## src/rtl/ptp_rw_pkg.sv

```systemverilog
package ptp_rw_pkg;

  typedef enum logic [1:0] {
    ACT_PASS        = 2'd0,
    ACT_INGR_NS     = 2'd1,
    ACT_EGR_ONESTEP = 2'd2,
    ACT_EGR_TWOSTEP = 2'd3
  } act_e;

  // Positions relative to the PTP header start
  localparam int FLAG_BYTE_OFF = 6;
  localparam int FLAG_BIT      = 7;
  localparam int NS_FIELD_OFF  = 16;
  localparam int NS_FIELD_LEN  = 4;
  localparam int TS_FIELD_OFF  = 34;
  // Position relative to the IP header start
  localparam int UDP_CSUM_OFF  = 26;

endpackage

```

## src/rtl/ptp_rw_pos.sv

```systemverilog
module ptp_rw_pos #(
  parameter int CNT_W = 11
) (
  input  logic             clk,
  input  logic             rst_n,
  input  logic             in_valid,
  input  logic             in_sof,
  input  logic             in_eof,
  output logic [CNT_W-1:0] pos,
  output logic             active
);
  localparam logic [CNT_W-1:0] POS_MAX = {CNT_W{1'b1}};

  logic [CNT_W-1:0] pos_q, pos_d;
  logic             act_q, act_d;

  always_comb begin
    pos_d = pos_q;
    act_d = act_q;
    if (in_valid) begin
      if (in_sof) begin
        pos_d = {{(CNT_W-1){1'b0}}, 1'b1};
        act_d = ~in_eof;
      end else if (act_q) begin
        if (pos_q != POS_MAX) pos_d = pos_q + 1'b1;
        if (in_eof) act_d = 1'b0;
      end
    end
  end

  always_ff @(posedge clk or negedge rst_n) begin
    if (!rst_n) begin
      pos_q <= '0;
      act_q <= 1'b0;
    end else begin
      pos_q <= pos_d;
      act_q <= act_d;
    end
  end

  assign pos    = in_sof ? '0 : pos_q;
  assign active = act_q & ~in_sof;
endmodule

```

## src/rtl/ptp_rw_tod_capture.sv

```systemverilog
module ptp_rw_tod_capture #(
  parameter int SEC_W      = 48,
  parameter int NS_W       = 30,
  parameter int LAT_1G     = 208,
  parameter int LAT_100M   = 304,
  parameter int LAT_10M    = 2023,
  parameter int NS_PER_SEC = 1_000_000_000
) (
  input  logic             clk,
  input  logic             rst_n,
  input  logic             cap_en,
  input  logic [1:0]       link_speed,
  input  logic [SEC_W-1:0] tod_sec,
  input  logic [NS_W-1:0]  tod_ns,
  output logic [SEC_W-1:0] sec_q,
  output logic [NS_W-1:0]  ns_raw_q,
  output logic [NS_W-1:0]  ns_ing_q
);
  localparam int SUM_W = NS_W + 1;

  logic [SUM_W-1:0] lat, sum;
  logic [NS_W-1:0]  ns_ing_d;

  always_comb begin
    unique case (link_speed)
      2'd0:    lat = SUM_W'(LAT_1G);
      2'd1:    lat = SUM_W'(LAT_100M);
      default: lat = SUM_W'(LAT_10M);
    endcase
    sum = {1'b0, tod_ns} + lat;
    if (sum >= SUM_W'(NS_PER_SEC)) sum = sum - SUM_W'(NS_PER_SEC);
    ns_ing_d = sum[NS_W-1:0];
  end

  always_ff @(posedge clk or negedge rst_n) begin
    if (!rst_n) begin
      sec_q    <= '0;
      ns_raw_q <= '0;
      ns_ing_q <= '0;
    end else if (cap_en) begin
      sec_q    <= tod_sec;
      ns_raw_q <= tod_ns;
      ns_ing_q <= ns_ing_d;
    end
  end
endmodule

```

## src/rtl/ptp_rw_byte_sel.sv

```systemverilog
module ptp_rw_byte_sel
  import ptp_rw_pkg::*;
#(
  parameter int CNT_W = 11,
  parameter int OFF_W = 8,
  parameter int SEC_W = 48,
  parameter int NS_W  = 30
) (
  input  logic [7:0]       in_data,
  input  logic [CNT_W-1:0] pos,
  input  logic             active,
  input  act_e             mode,
  input  logic             match,
  input  logic             udp,
  input  logic [OFF_W-1:0] ptp_off,
  input  logic [OFF_W-1:0] ip_off,
  input  logic [SEC_W-1:0] sec,
  input  logic [NS_W-1:0]  ns_raw,
  input  logic [NS_W-1:0]  ns_ing,
  output logic [7:0]       out_data
);
  localparam int NSF_W  = NS_FIELD_LEN * 8;
  localparam int TS_W   = SEC_W + NSF_W;
  localparam int TS_LEN = TS_W / 8;

  logic [TS_W-1:0]  ts_field, ts_shift;
  logic [NSF_W-1:0] ing_field, ing_shift;
  logic [CNT_W-1:0] rel, rel_ts, rel_ns, csum_pos;
  logic             in_ptp, rewr, in_ts, in_ns, at_flag, at_csum;

  always_comb begin
    ts_field  = {sec, {(NSF_W-NS_W){1'b0}}, ns_raw};
    ing_field = {{(NSF_W-NS_W){1'b0}}, ns_ing};
    in_ptp    = pos >= CNT_W'(ptp_off);
    rel       = pos - CNT_W'(ptp_off);
    rel_ts    = rel - CNT_W'(TS_FIELD_OFF);
    rel_ns    = rel - CNT_W'(NS_FIELD_OFF);
    csum_pos  = CNT_W'(ip_off) + CNT_W'(UDP_CSUM_OFF);
    ts_shift  = ts_field << {rel_ts, 3'b000};
    ing_shift = ing_field << {rel_ns, 3'b000};
    rewr      = active & match & ((mode == ACT_INGR_NS) | (mode == ACT_EGR_ONESTEP));
    in_ts     = (mode == ACT_EGR_ONESTEP) & in_ptp & (rel >= CNT_W'(TS_FIELD_OFF))
                & (rel < CNT_W'(TS_FIELD_OFF + TS_LEN));
    in_ns     = (mode == ACT_INGR_NS) & in_ptp & (rel >= CNT_W'(NS_FIELD_OFF))
                & (rel < CNT_W'(NS_FIELD_OFF + NS_FIELD_LEN));
    at_flag   = in_ptp & (rel == CNT_W'(FLAG_BYTE_OFF));
    at_csum   = udp & ((pos == csum_pos) | (pos == csum_pos + 1'b1));

    out_data = in_data;
    if (rewr) begin
      if (in_ts)        out_data = ts_shift[TS_W-1 -: 8];
      else if (in_ns)   out_data = ing_shift[NSF_W-1 -: 8];
      else if (at_flag) out_data[FLAG_BIT] = (mode == ACT_INGR_NS);
      else if (at_csum) out_data = 8'h00;
    end
  end
endmodule

```

## src/rtl/ptp_ts_rewriter.sv

```systemverilog
module ptp_ts_rewriter
  import ptp_rw_pkg::*;
#(
  parameter int CNT_W      = 11,
  parameter int OFF_W      = 8,
  parameter int SEC_W      = 48,
  parameter int NS_W       = 30,
  parameter int LAT_1G     = 208,
  parameter int LAT_100M   = 304,
  parameter int LAT_10M    = 2023,
  parameter int NS_PER_SEC = 1_000_000_000
) (
  input  logic             clk,
  input  logic             rst_n,
  input  logic             in_valid,
  input  logic             in_sof,
  input  logic             in_eof,
  input  logic [7:0]       in_data,
  input  logic             cls_match,
  input  logic             cls_udp,
  input  logic [OFF_W-1:0] cls_ptp_off,
  input  logic [OFF_W-1:0] cls_ip_off,
  input  logic [1:0]       act_mode,
  input  logic [1:0]       link_speed,
  input  logic [SEC_W-1:0] tod_sec,
  input  logic [NS_W-1:0]  tod_ns,
  output logic             out_valid,
  output logic             out_sof,
  output logic             out_eof,
  output logic [7:0]       out_data,
  output logic             ts_save_req
);
  logic             cap_en;
  act_e             mode_q, mode_d;
  logic             match_q, match_d, udp_q, udp_d, save_q, save_d;
  logic [OFF_W-1:0] ptp_q, ptp_d, ip_q, ip_d;
  logic [CNT_W-1:0] pos;
  logic             active;
  logic [SEC_W-1:0] sec_q;
  logic [NS_W-1:0]  ns_raw_q, ns_ing_q;

  assign cap_en = in_valid & in_sof;

  always_comb begin
    mode_d  = mode_q;
    match_d = match_q;
    udp_d   = udp_q;
    ptp_d   = ptp_q;
    ip_d    = ip_q;
    save_d  = 1'b0;
    if (cap_en) begin
      mode_d  = act_e'(act_mode);
      match_d = cls_match;
      udp_d   = cls_udp;
      ptp_d   = cls_ptp_off;
      ip_d    = cls_ip_off;
      save_d  = cls_match & (act_e'(act_mode) == ACT_EGR_TWOSTEP);
    end
  end

  always_ff @(posedge clk or negedge rst_n) begin
    if (!rst_n) begin
      mode_q  <= ACT_PASS;
      match_q <= 1'b0;
      udp_q   <= 1'b0;
      ptp_q   <= '0;
      ip_q    <= '0;
      save_q  <= 1'b0;
    end else begin
      mode_q  <= mode_d;
      match_q <= match_d;
      udp_q   <= udp_d;
      ptp_q   <= ptp_d;
      ip_q    <= ip_d;
      save_q  <= save_d;
    end
  end

  ptp_rw_pos #(.CNT_W(CNT_W)) u_pos (
    .clk(clk), .rst_n(rst_n), .in_valid(in_valid), .in_sof(in_sof),
    .in_eof(in_eof), .pos(pos), .active(active)
  );

  ptp_rw_tod_capture #(
    .SEC_W(SEC_W), .NS_W(NS_W), .LAT_1G(LAT_1G), .LAT_100M(LAT_100M),
    .LAT_10M(LAT_10M), .NS_PER_SEC(NS_PER_SEC)
  ) u_cap (
    .clk(clk), .rst_n(rst_n), .cap_en(cap_en), .link_speed(link_speed),
    .tod_sec(tod_sec), .tod_ns(tod_ns), .sec_q(sec_q),
    .ns_raw_q(ns_raw_q), .ns_ing_q(ns_ing_q)
  );

  ptp_rw_byte_sel #(
    .CNT_W(CNT_W), .OFF_W(OFF_W), .SEC_W(SEC_W), .NS_W(NS_W)
  ) u_sel (
    .in_data(in_data), .pos(pos), .active(active), .mode(mode_q),
    .match(match_q), .udp(udp_q), .ptp_off(ptp_q), .ip_off(ip_q),
    .sec(sec_q), .ns_raw(ns_raw_q), .ns_ing(ns_ing_q), .out_data(out_data)
  );

  assign out_valid   = in_valid;
  assign out_sof     = in_sof;
  assign out_eof     = in_eof;
  assign ts_save_req = save_q;
endmodule

```

## config.mk

```make
export PLATFORM = sky130hd
export DESIGN_NAME = ptp_ts_rewriter
export DESIGN_NICKNAME = d
export VERILOG_FILES = /design/src/rtl/ptp_rw_pkg.sv /design/src/rtl/ptp_rw_pos.sv /design/src/rtl/ptp_rw_tod_capture.sv /design/src/rtl/ptp_rw_byte_sel.sv /design/src/rtl/ptp_ts_rewriter.sv
export SDC_FILE = /design/constraint.sdc
export NUM_CORES = 1
export LEC_CHECK = 0
export BUFFER_PORTS_ARGS = -buffer_cell sky130_fd_sc_hd__buf_2
export CORE_ASPECT_RATIO = 0.8
export CORE_UTILIZATION = 27
export CTS_CLUSTER_SIZE = 16
export DETAILED_ROUTE_END_ITERATION = 8
export PLACE_DENSITY_LB_ADDON = 0.08
export SETUP_SLACK_MARGIN = 0.5
export SYNTH_ARGS = -nofsm -noshare
export SYNTH_HDL_FRONTEND = slang
export SYNTH_SLANG_ARGS = --single-unit
```

## constraint.sdc

```tcl
create_clock -name clk -period 12.6 [get_ports clk]
set_input_delay 2.52 -clock clk [delete_from_list [all_inputs] [get_ports clk]]
set_output_delay 2.52 -clock clk [all_outputs]
set_load 0.02 [all_outputs]
```

; ---- Word-level counts from Yosys, hierarchy flattened
; Index checks and enable logic that the tools add are counted.
[op_classes]
n_shift = 2
n_eq_ne = 8
mux = 16
n_bitwise = 17
add_sub_neg = 8
n_reduce_logical = 4
magnitude_cmp = 6
[op_table]
columns = cell, n
row1 = 80-bit by 14-bit left shift with 80-bit output, 1
row2 = 11-bit 2-to-1 mux, 4
row3 = 8-bit 2-to-1 mux, 4
row4 = 30-bit by 14-bit left shift with 32-bit output, 1
row5 = 30-bit by 11-bit adder with 31-bit output, 1
row6 = 31-bit by 30-bit >= comparator with 1-bit output (second input constant), 1
row7 = 30-bit 2-to-1 mux, 1
row8 = 30-bit subtractor (second input constant), 1
row9 = 11-bit by 1-bit adder with 11-bit output (second input constant), 2
row10 = 11-bit equality test, 2
row11 = 11-bit case mux with 2 select lines, 1
row12 = 1-bit AND, 13
row13 = 11-bit by 3-bit equality test with 1-bit output (second input constant), 1
row14 = 11-bit by 5-bit >= comparator with 1-bit output (second input constant), 1
row15 = 11-bit by 6-bit >= comparator with 1-bit output (second input constant), 1
row16 = 11-bit by 8-bit >= comparator with 1-bit output, 1
row17 = 11-bit by 5-bit less-than comparator with 1-bit output (second input constant), 1
row18 = 11-bit by 6-bit less-than comparator with 1-bit output (second input constant), 1
row19 = 11-bit != test (second input constant), 1
row20 = 11-bit by 5-bit subtractor with 11-bit output (second input constant), 1
row21 = 11-bit by 6-bit subtractor with 11-bit output (second input constant), 1
row22 = 11-bit by 8-bit subtractor with 11-bit output, 1
row23 = 8-bit by 5-bit adder with 9-bit output (second input constant), 1
row24 = 7-bit 2-to-1 mux, 1
row25 = 8 further kinds, 17
[totals]
ff_bits = 141
in_bits = 113

; ---- Longest topological paths before layout
; Gate-level depths: netlist of run 1.
[logic_depth]
word_depth = 10
mapped_depth = 19
ltp_nobuf = 17

; ---- Modules after synthesis
; Synthesis of run 1 repeated with hierarchy kept, for this count alone.
[unflattened]
hier_cells = 1004
area_unflattened_um2 = 10231.1
[by_module_without_submodules]
columns = module, area_each_um2, seq_area_each_um2, instances, cells_per_inst
row1 = ptp_rw_tod_capture, 6064.6, 2702.6, 1, 552
row2 = ptp_rw_byte_sel, 2501.1, 0.0, 1, 313
row3 = ptp_ts_rewriter, 882.1, 525.5, 1, 50
row4 = ptp_rw_pos, 783.3, 300.3, 1, 89

; ---- Worst setup path after synthesis of run 1
; No wires, ideal clock.
[synth_timing]
path_kind = input-to-output
start = input in_sof
end = output out_data[7]
n_path_buf = 3
setup_slack_ps = 3790
arrival_time_ps = 6290
stages = 18
cell_sequence = clkbuf_1 -> clkbuf_1 -> nor2b_1 -> ha_1 -> nor2b_1 -> o21ai_0 -> a21oi_1 -> o21ai_1 -> nand2b_1 -> xnor2_1 -> inv_1 -> ha_1 -> a21oi_1 -> a32oi_1 -> or4_1 -> clkbuf_1 -> a2111oi_0 -> o31a_1
[synth_via]
elab_chain_len = 9
word_cells_on_any_way = 32
[synth_rtl]
columns = element, line_no
row1 = "start, declared", ptp_ts_rewriter.sv:16  ; input logic in_sof,
row2 = branches (longest 8 deep; another with 11-bit by 8-bit subtractor with 11-bit output), n/a
row3 = 8-bit 2-to-1 mux *, ptp_rw_byte_sel.sv:50  ; if (rewr) begin
row4 = "end, declared", ptp_ts_rewriter.sv:30  ; output logic [7:0] out_data,
; Every way passes the cells marked *.

; ---- Final worst setup path of run 1
[layout_timing]
start = input in_sof
end = output out_data[6]
[layout_via]
elab_chain_len = 9
word_cells_on_any_way = 32
[layout_rtl]
columns = element, line_no
row1 = branches (longest 8 deep; another with 11-bit by 8-bit subtractor with 11-bit output), n/a
row2 = 8-bit 2-to-1 mux *, ptp_rw_byte_sel.sv:50
; Marked as above.

==> impl_metrics.ini, run 1 <==
[clock_tree]
worstSkewPairLatency_ns = 0.42
clk_pin_slew_ns = 0.06
cts_max_level = 4
cts_resized = 0
clock_path_buffers = 2
root_buffer = sky130_fd_sc_hd__clkbuf_16
cts_buffers = 17
tritoncts = yes
postCtsSetupRepairBufs = 0
numClockSinks = 141
cts_hold_buf = 0

[setup_path]
critPathMaxStageDelay_ns = 0.62
cp_num_buf_inv = 3
worstSetupEndpointType = primary output
required_time_at_the_worst_slack_endpoint_ns = 10.08
path_delay_family = compound AO/OA/AOI/OAI gates
timing.critical_path.fanout_max = 22
crit_arrival_ns = 6.99
crit_path_cell_trace = buf_2, nor2b_1, ha_1, nor2b_1, o21ai_0, a21oi_1, o21ai_1, nand2b_1, xnor2_1, inv_1, ha_1, a21oi_1, a32oi_1, or4_1, o32ai_1, a22o_1, buf_2
cp-start-kind = primary input
critPathKind = primary input to primary output
cp_slowest_cell = sky130_fd_sc_hd__xnor2_1

[global_routing]
number_of_antenna_violations_at_the_first_check_in_global_routing = 1
grt_use_total_pct = 18.1
number_of_global_route_vias_before_repair = 8340
residual_overflow_from_global_routing = 0
grt_start_max_net_pins = 111
grt_pass1_wl_um = 51800

[detailed_routing]
num_vias = 8729
number_of_antenna_violating_nets_in_the_routed_design = 0
first_iter_violations = 638
route.detailed.vias_per_inst = 4.93
post-route-drc-count = 3
detailedRoute.firstPassIterationCount = 7
routed_wire_length_per_instance_um = 18.7
routed_wirelength_um = 33200

[synth]
number_of_flip_flops_and_latches_in_the_synthesized_netlist = 141
area_of_the_mapped_netlist_mm2 = 0.00981
synth-compound-area-share_pct = 16.4
synthesis.instances = 1186
ys_dominant_reg_cell = sky130_fd_sc_hd__dfrtp_1
synth.most_common_cell = sky130_fd_sc_hd__nand2_1
synth-xor-area-share_pct = 6.12
portion_of_netlist_area_occupied_by_mux_cells_pct = 6.76
synth_top_cells_by_count = sky130_fd_sc_hd__nand2_1, sky130_fd_sc_hd__dfrtp_1, sky130_fd_sc_hd__nor2_1
netlist-cell-type-count = 90
synthAdderAreaFrac_pct = 4.49
syn-mean-instance-area_um2 = 8.27
synth_sequential_area_ratio_pct = 36.0
synth_top_area_cell = sky130_fd_sc_hd__dfrtp_1
synth_edf_count = 0
async_set_reset_flop_share_out_of_synthesis_pct = 100
yosys.area.top_type_share_pct = 36.0
top_cells_by_area_in_the_synthesized_netlist = sky130_fd_sc_hd__dfrtp_1, sky130_fd_sc_hd__nand2_1, sky130_fd_sc_hd__mux4_2
yosys.area_share.simple_pct = 26.3
mappedNetlistNets = 1333
yosysWarningCount = 0
synth_top_family_by_area = simple AND/OR/NAND/NOR gates

[status]
failed_checks = design-rule violations
outcome = finished with violations

[place]
dpl-instance-area_mm2 = 0.0109
dp.final_hpwl_um = 25000
routabilityCongestion = 0.839
port_buffers = 124
numPlacedInstances = 1737

[sta]
finalWorstPathRequiredPeriod_ns = 9.51
totalNegativeSetupSlack_ns = 0
finalClockSkew_ns = 0.00501
timing.final.hold_violations = 0
report.final.slew_viol_count = 0
period_share_pct = 75.4
timing.max_slew.rel_slack_pct = 12.6
max_slew.worst_pin.slew_ns = 1.31
rsz0062_at_grt = no
max_freq_mhz = 105
timing.final.setup_violations = 0

[finish]
multiInputGateArea_mm2 = 0.00592
antennaDiodeCount = 0
drive_above_1_share_pct = 18.2
stdcell_area_mm2 = 0.0115
fillcell_total = 3849
layout.nets = 1423
regArea_mm2 = 0.00353
area.growth.synth_to_final_pct = 17.4
layoutNonFillerInstCount = 1769

[floorplanning]
fp.dieW_um = 215
design.portCount = 125
chipHeight_um = 173
start_util_pct = 27.4
core_box_area_mm2 = 0.0358
fp-row-count = 62
die-area_mm2 = 0.0371

[power_and_ir_drop]
irDropWorstVdd_uv = 96.2
cellPowerDensity_mw_per_mm2 = 146
p_leak_nw = 5.26

[run]
max_cap_violations = 0

[hold_path]
hold_path.class = register to register
## flip-flops by register name, indices dropped and copies added (netlist names)
| signal | cells |
|---|---|
| u_cap.sec_q | 48 |
| u_cap.ns_ing_q | 30 |
| u_cap.ns_raw_q | 30 |
| u_pos.pos_q | 11 |
| ip_q | 8 |
| ptp_q | 8 |
| mode_q | 2 |
| match_q | 1 |
| ts_save_req | 1 |
| u_pos.act_q | 1 |
| udp_q | 1 |
## power breakdown
part	total (mW)	switching [mW]	internal, mW
Clock	0.574	0.206	0.368
Combinational	0.550	0.336	0.213
Sequential	0.556	0.0436	0.512
Total	1.68	0.586	1.09
## final timing paths
| path | from | to | slack, ns | depth (start not counted) |
|---|---|---|---|---|
| setup / recovery | in_sof | out_data[6] | 3.09 | 17 |
| setup reg to reg | u_pos.pos_q[7]$_DFFE_PN0P_ | u_pos.pos_q[8]$_DFFE_PN0P_ | 10.63 | 6 |
| max in group asynchronous | rst_n | u_cap.ns_raw_q[25]$_DFFE_PN0P_ | 9.13 | 2 |
| min in group asynchronous | rst_n | u_cap.sec_q[22]$_DFFE_PN0P_ | 2.17 | 1 |
| hold reg to reg | u_cap.ns_raw_q[14]$_DFFE_PN0P_ | u_cap.ns_raw_q[14]$_DFFE_PN0P_ | 0.47 | 2 |
| hold / removal | u_cap.ns_raw_q[14]$_DFFE_PN0P_ | u_cap.ns_raw_q[14]$_DFFE_PN0P_ | 0.47 | 2 |
## placed cells by master (no fill, tap or decap), drive strengths merged, types with 4 or more instances in the layout
cell type,n
nand2b,6
a21boi,4
and2,7
a211oi,9
xor2,25
or3,10
or4b,4
nor3b,4
mux4,18
bufinv,5
mux2,14
clkbuf,22
xnor2,41
buf,132
nor3,24
dfrtp,141
o22ai,4
and3,10
o21ai,82
a311oi,4
a22o,4
a31oi,7
mux2i,10
ha,32
o211a,7
nor2,74
nand4,17
or2,5
nor4,10
nor2b,14
inv,35
o31ai,6
or4,5
nand2,350
a22oi,9
a21o,8
nand3,30
o211ai,9
a21oi,44
## cell type report
class / count / area share, %
multi-input combinational: 950 / 51.4
sequential: 141 / 30.6
clock buffer: 22 / 4.12
inverter: 34 / 1.11
timing repair buffer: 132 / 5.96
tap: 480 / 5.21
clock inverter: 10 / 1.60
## per-stage QoR
stage	hold WS, ns	utilization (%)	setup WS [ns]	total power [mW]
5_1_grt	0.490	32.1	2.69	1.78
3_3_place_gp	0.454	30.3	3.22	1.12
6_report	0.469	32.1	3.09	1.68
3_5_place_dp	0.458	30.3	3.19	1.11
4_1_cts	0.474	32.1	3.18	1.70
2_1_floorplan	0.438	-	3.79	0.931
## routing by layer
| layer | global-route usage, % | wire, um |
|---|---|---|
| met3 | 2.55 | 1180 |
| met4 | 3.69 | 278 |
| met1 | 29.6 | 18500 |
| met2 | 24.4 | 13200 |
| met5 | 0 | 0 |
## worst reg2reg max path, delay by kind of cell (launching register included)
kind | cells | cell delay [ns]
AO/OA/AOI/OAI | 1 | 0.38
XOR/XNOR | 1 | 0.14
flip-flops | 1 | 0.41
AND/OR/NAND/NOR | 4 | 0.89
## logic make-up (layout without fill, tap and decap cells)
group | Yosys count | in the layout
AO/OA/AOI/OAI | 230 | 230
flip-flops | 141 | 141
multiplexers | 42 | 42
adder cells (fa/ha/maj) | 34 | 34
AND/OR/NAND/NOR | 577 | 577
buffers and inverters | 95 | 198
XOR/XNOR | 67 | 67
Note: power is estimated with default switching activity, not from simulation.
==> run 2: changes to the inputs <==
==> constraint.sdc (replaced) <==
create_clock -name clk -period 8.6 [get_ports clk]
set_input_delay 1.72 -clock clk [delete_from_list [all_inputs] [get_ports clk]]
set_output_delay 1.72 -clock clk [all_outputs]
set_load 0.02 [all_outputs]
==> impl_metrics.ini, run 2 (synthesized netlist as in run 1, its figures left out) <==
[sta]
timing.final.hold_violations = 0
finalClockSkew_ns = 0.00590
max_freq_mhz = 129
period_share_pct = 89.9
timing.max_slew.rel_slack_pct = 40.8
max_slew.worst_pin.slew_ns = 0.888
totalNegativeSetupSlack_ns = 0
timing.final.setup_violations = 0
rsz0062_at_grt = no
finalWorstPathRequiredPeriod_ns = 7.73
report.final.slew_viol_count = 0

[power_and_ir_drop]
p_total_mw = 2.45
irDropWorstVdd_uv = 145
cellPowerDensity_mw_per_mm2 = 212
p_leak_nw = 5.26

[setup_path]
rr_startpoint = u_pos.pos_q[1]$_DFFE_PN0P_
r2r_setup_slack_ns = 6.67
crit_path_cell_trace = buf_2, nand2b_1, inv_1, ha_1, nor2b_1, o21ai_1, a21oi_1, or3_1, a21oi_1, a22o_1, nand4_1, or3_1, or3_1, o21ai_0, o211a_1, buf_2
required_time_at_the_worst_slack_endpoint_ns = 6.88
cp_slowest_cell = sky130_fd_sc_hd__or3_1
cp_num_buf_inv = 3
worstSetupEndpointType = primary output
critPathMaxStageDelay_ns = 0.54
critPathKind = primary input to primary output
critPathMostFrequentCell = sky130_fd_sc_hd__or3_1
cp-start-kind = primary input
r2r_end = u_pos.pos_q[5]$_DFFE_PN0P_
worstRegToRegCells = 8
crit_arrival_ns = 6.01
path_delay_family = simple AND/OR/NAND/NOR gates
timing.critical_path.fanout_max = 22

[finish]
layout.nets = 1424
layout.cells.most_common = sky130_fd_sc_hd__nand2_1
area.growth.synth_to_final_pct = 17.5
largest_reg_flops = 48
registers.top_by_ff_count = u_cap.sec_q
drive_above_1_share_pct = 18.5
layout.cells.most_common_list = sky130_fd_sc_hd__nand2_1, sky130_fd_sc_hd__dfrtp_1, sky130_fd_sc_hd__buf_2, sky130_fd_sc_hd__nor2_1, sky130_fd_sc_hd__o21ai_0
biggestRegsByFlops = u_cap.sec_q: 48 flops, u_cap.ns_ing_q: 30 flops, u_cap.ns_raw_q: 30 flops

[floorplanning]
start_util_pct = 27.4
die-area_mm2 = 0.0371
core_box_area_mm2 = 0.0358
fp.dieW_um = 215
design.portCount = 125
fp-row-count = 62
chipHeight_um = 173

[status]
outcome = finished with violations
failed_checks = design-rule violations

[detailed_routing]
route.detailed.vias_per_inst = 4.91
routed_wirelength_um = 33100
detailedRoute.firstPassIterationCount = 9
first_iter_violations = 691
routed_wire_length_per_instance_um = 18.7
num_vias = 8703
post-route-drc-count = 4
number_of_antenna_violating_nets_in_the_routed_design = 0

[clock_tree]
tritoncts = yes
worstSkewPairLatency_ns = 0.43
root_buffer = sky130_fd_sc_hd__clkbuf_16
clock_path_buffers = 2
cts_max_level = 4
clk_pin_slew_ns = 0.06
cts_hold_buf = 0
numClockSinks = 141
cts_buffers = 17

[hold_path]
worst_hold_startpoint = u_cap.ns_raw_q[14]$_DFFE_PN0P_
worst_hold_path.endpoint = u_cap.ns_raw_q[14]$_DFFE_PN0P_
hold_path.class = register to register
worstHoldPathCells = 2

[run]
max_cap_violations = 0

[global_routing]
grt_pass1_wl_um = 52100
grt_use_total_pct = 18.2
number_of_global_route_vias_before_repair = 8416
residual_overflow_from_global_routing = 0
grt_start_max_net_pins = 81
number_of_antenna_violations_at_the_first_check_in_global_routing = 0

[place]
routabilityCongestion = 0.815
port_buffers = 124
dp.final_hpwl_um = 25100
## run 2: through the flow
stage	hold WS (ns)	setup WS (ns)	cell area, um^2	std cells	utilization (%)
global placement	0.454	0.726	10900	1738	30.3
detailed placement	0.459	0.702	10900	1738	30.3
CTS	0.478	0.686	11500	1770	32.1
floorplan	0.438	1.39	9810	1186	-
global route	0.497	0.508	11500	1770	32.2
finish	0.473	0.871	11500	1771	32.2
## run 2: routing by layer
layer	global-route usage (%)	routed length [um]	vias to the layer above
met5	0	0	-
met4	3.28	284	0
met3	2.72	1460	17
met2	24.3	13200	185
met1	30.0	18200	4186
li1	-	-	4315
## run 2: tightest hold or removal path, cell delays in order, from the launching register on
cell,delay [ns]
sky130_fd_sc_hd__dfrtp_1,0.34
sky130_fd_sc_hd__nand2_1,0.05
sky130_fd_sc_hd__nand2_1,0.05
## run 2: cell type report
type	instances	area (um^2)
tap	480	601
timing repair buffer	133	694
clock buffer	18	439
multi-input combinational	950	5930
clock inverter	14	209
fill	3908	24300
inverter	34	128
sequential	141	3530
antenna	1	2.50
## run 2: where the power goes
part	internal [mW]	switching, mW
registers	0.750	0.0631
logic	0.321	0.492
clock network	0.500	0.322
## run 2: worst max path at each step
stage	startpoint	to	depth (start not counted)
4_1_cts	in_sof	out_data[7]	17
5_1_grt	in_sof	out_data[5]	16
3_3_place_gp	in_sof	out_data[7]	17
3_5_place_dp	in_sof	out_data[7]	17
2_1_floorplan	in_sof	out_data[7]	18
6_report	in_sof	out_data[5]	16
## run 2: what timing repair did
action                                  CTS  global route
resized for setup                         0             2
setup buffers                             0             0
endpoints found under the setup margin    0             3
==> run 3: changes to the inputs <==
--- a/config.mk
+++ b/config.mk
@@ -11,6 +11,7 @@
 export CTS_CLUSTER_SIZE = 16
 export DETAILED_ROUTE_END_ITERATION = 8
 export PLACE_DENSITY_LB_ADDON = 0.08
+export REMOVE_ABC_BUFFERS = 1
 export SETUP_SLACK_MARGIN = 0.5
 export SYNTH_ARGS = -nofsm -noshare
 export SYNTH_HDL_FRONTEND = slang
==> constraint.sdc (replaced) <==
create_clock -name clk -period 7.45 [get_ports clk]
set_input_delay 1.49 -clock clk [delete_from_list [all_inputs] [get_ports clk]]
set_output_delay 1.49 -clock clk [all_outputs]
set_load 0.02 [all_outputs]
==> impl_metrics.ini, run 3 (synthesized netlist as in run 1, its figures left out) <==
[sta]
max_freq_mhz = 147
rsz0062_at_grt = no
totalNegativeSetupSlack_ns = 0
finalWorstPathRequiredPeriod_ns = 6.82
report.final.slew_viol_count = 0
finalClockSkew_ns = 0.00731
period_share_pct = 91.6
max_slew.worst_pin.slew_ns = 1.02
timing.max_slew.rel_slack_pct = 31.1
timing.final.hold_violations = 0
postLayoutSetupSlackWorst_ns = 0.629
timing.hold.ws_ns = 0.470
timing.final.setup_violations = 0

[finish]
layout.cells.most_common = sky130_fd_sc_hd__nand2_1
final_util_pct = 32.3
layout.cells.most_common_list = sky130_fd_sc_hd__nand2_1, sky130_fd_sc_hd__dfrtp_1, sky130_fd_sc_hd__buf_2, sky130_fd_sc_hd__nor2_1, sky130_fd_sc_hd__o21ai_0
layoutNonFillerInstCount = 1776
stdcell_area_mm2 = 0.0116
area.growth.synth_to_final_pct = 18.0
layout.nets = 1429
drive_above_1_share_pct = 20.0
largest_reg_flops = 48
registers.top_by_ff_count = u_cap.sec_q
biggestRegsByFlops = u_cap.sec_q: 48 flops, u_cap.ns_ing_q: 30 flops, u_cap.ns_raw_q: 30 flops

[clock_tree]
cts_hold_buf = 0
tritoncts = yes
cts_buffers = 17
clk_pin_slew_ns = 0.06
worstSkewPairLatency_ns = 0.43
clock_path_buffers = 2
numClockSinks = 141
root_buffer = sky130_fd_sc_hd__clkbuf_16
cts_max_level = 4

[place]
dp_worst_setup_slack_ns = 0.00880
port_buffers = 124
numPlacedInstances = 1740
routabilityCongestion = 0.848
dp.final_hpwl_um = 24900
dpl-instance-area_mm2 = 0.0109

[floorplanning]
core_box_area_mm2 = 0.0358
die-area_mm2 = 0.0371
start_util_pct = 27.4
design.portCount = 125
chipHeight_um = 173
fp.dieW_um = 215
fp-row-count = 62

[setup_path]
critPathKind = primary input to primary output
cp-start-kind = primary input
timing.critical_path.fanout_max = 13
required_time_at_the_worst_slack_endpoint_ns = 5.96
crit_arrival_ns = 5.33
worstSetupEndpointType = primary output

[detailed_routing]
routed_wire_length_per_instance_um = 18.7
post-route-drc-count = 2
routed_wirelength_um = 33300
detailedRoute.firstPassIterationCount = 9
route.detailed.vias_per_inst = 4.95
number_of_antenna_violating_nets_in_the_routed_design = 0
first_iter_violations = 718
num_vias = 8793

[global_routing]
grt_use_total_pct = 18.0
grt_start_max_net_pins = 80
residual_overflow_from_global_routing = 0
number_of_antenna_violations_at_the_first_check_in_global_routing = 1
grt_pass1_wl_um = 51400
number_of_global_route_vias_before_repair = 8367

[power_and_ir_drop]
irDropWorstVdd_uv = 175
p_total_mw = 2.76
p_leak_nw = 5.27
cellPowerDensity_mw_per_mm2 = 238

[hold_path]
hold_path.class = register to register

[status]
failed_checks = design-rule violations
outcome = finished with violations

[run]
max_cap_violations = 0
run 3: final timing paths:
kind	depth (start not counted)	start	end	slack [ns]
max	16	in_sof	out_data[5]	0.63
max reg2reg	8	u_pos.pos_q[0]$_DFFE_PN0P_	u_pos.pos_q[9]$_DFFE_PN0P_	5.49
min	2	u_cap.ns_raw_q[28]$_DFFE_PN0P_	u_cap.ns_raw_q[28]$_DFFE_PN0P_	0.47
min in group asynchronous	1	rst_n	u_cap.sec_q[32]$_DFFE_PN0P_	1.04
max in group asynchronous	2	rst_n	ip_q[2]$_DFFE_PN0P_	4.94
min reg2reg	2	u_cap.ns_raw_q[28]$_DFFE_PN0P_	u_cap.ns_raw_q[28]$_DFFE_PN0P_	0.47
run 3: critical path: stages:
cell and delay [ns]:
sky130_fd_sc_hd__buf_2 0.16, sky130_fd_sc_hd__buf_4 0.21, sky130_fd_sc_hd__nor2b_2 0.18, sky130_fd_sc_hd__ha_2 0.36
sky130_fd_sc_hd__a21o_1 0.19, sky130_fd_sc_hd__a21oi_1 0.14, sky130_fd_sc_hd__nor2_1 0.07, sky130_fd_sc_hd__or3_1 0.44
sky130_fd_sc_hd__a21oi_1 0.18, sky130_fd_sc_hd__a22o_1 0.16, sky130_fd_sc_hd__nand4_1 0.17, sky130_fd_sc_hd__or3_4 0.46
sky130_fd_sc_hd__or3_4 0.45, sky130_fd_sc_hd__o21ai_0 0.21, sky130_fd_sc_hd__o211a_1 0.26, sky130_fd_sc_hd__buf_2 0.19
run 3: final cells by class:
cell class / count / area (um^2)
Fill cell: 3864 / 24300
Multi-Input combinational cell: 950 / 6000
Sequential cell: 141 / 3530
Timing Repair Buffer: 138 / 732
Tap cell: 480 / 601
Clock buffer: 17 / 425
Clock inverter: 15 / 155
Inverter: 34 / 128
Antenna cell: 1 / 2.50
run 3: power by group:
group / switching, mW / total (mW) / internal [mW]
Sequential: 0.0713 / 0.936 / 0.865
Clock: 0.388 / 0.860 / 0.472
Combinational: 0.583 / 0.964 / 0.381
Total: 1.04 / 2.76 / 1.72
run 3: routing by layer:
metal	wire, um	track usage (%)	vias to the layer above
met5	0	0	-
met1	18500	29.6	4216
li1	-	-	4338
met3	1410	2.83	27
met2	12900	23.8	212
met4	422	3.81	0
run 3: what timing repair did:
| item | CTS | global route |
|---|---|---|
| resized for setup | 8 | 13 |
| pin swaps | 1 | 2 |
| endpoints found under the setup margin | 8 | 8 |
| buffers inserted | 1 | 2 |
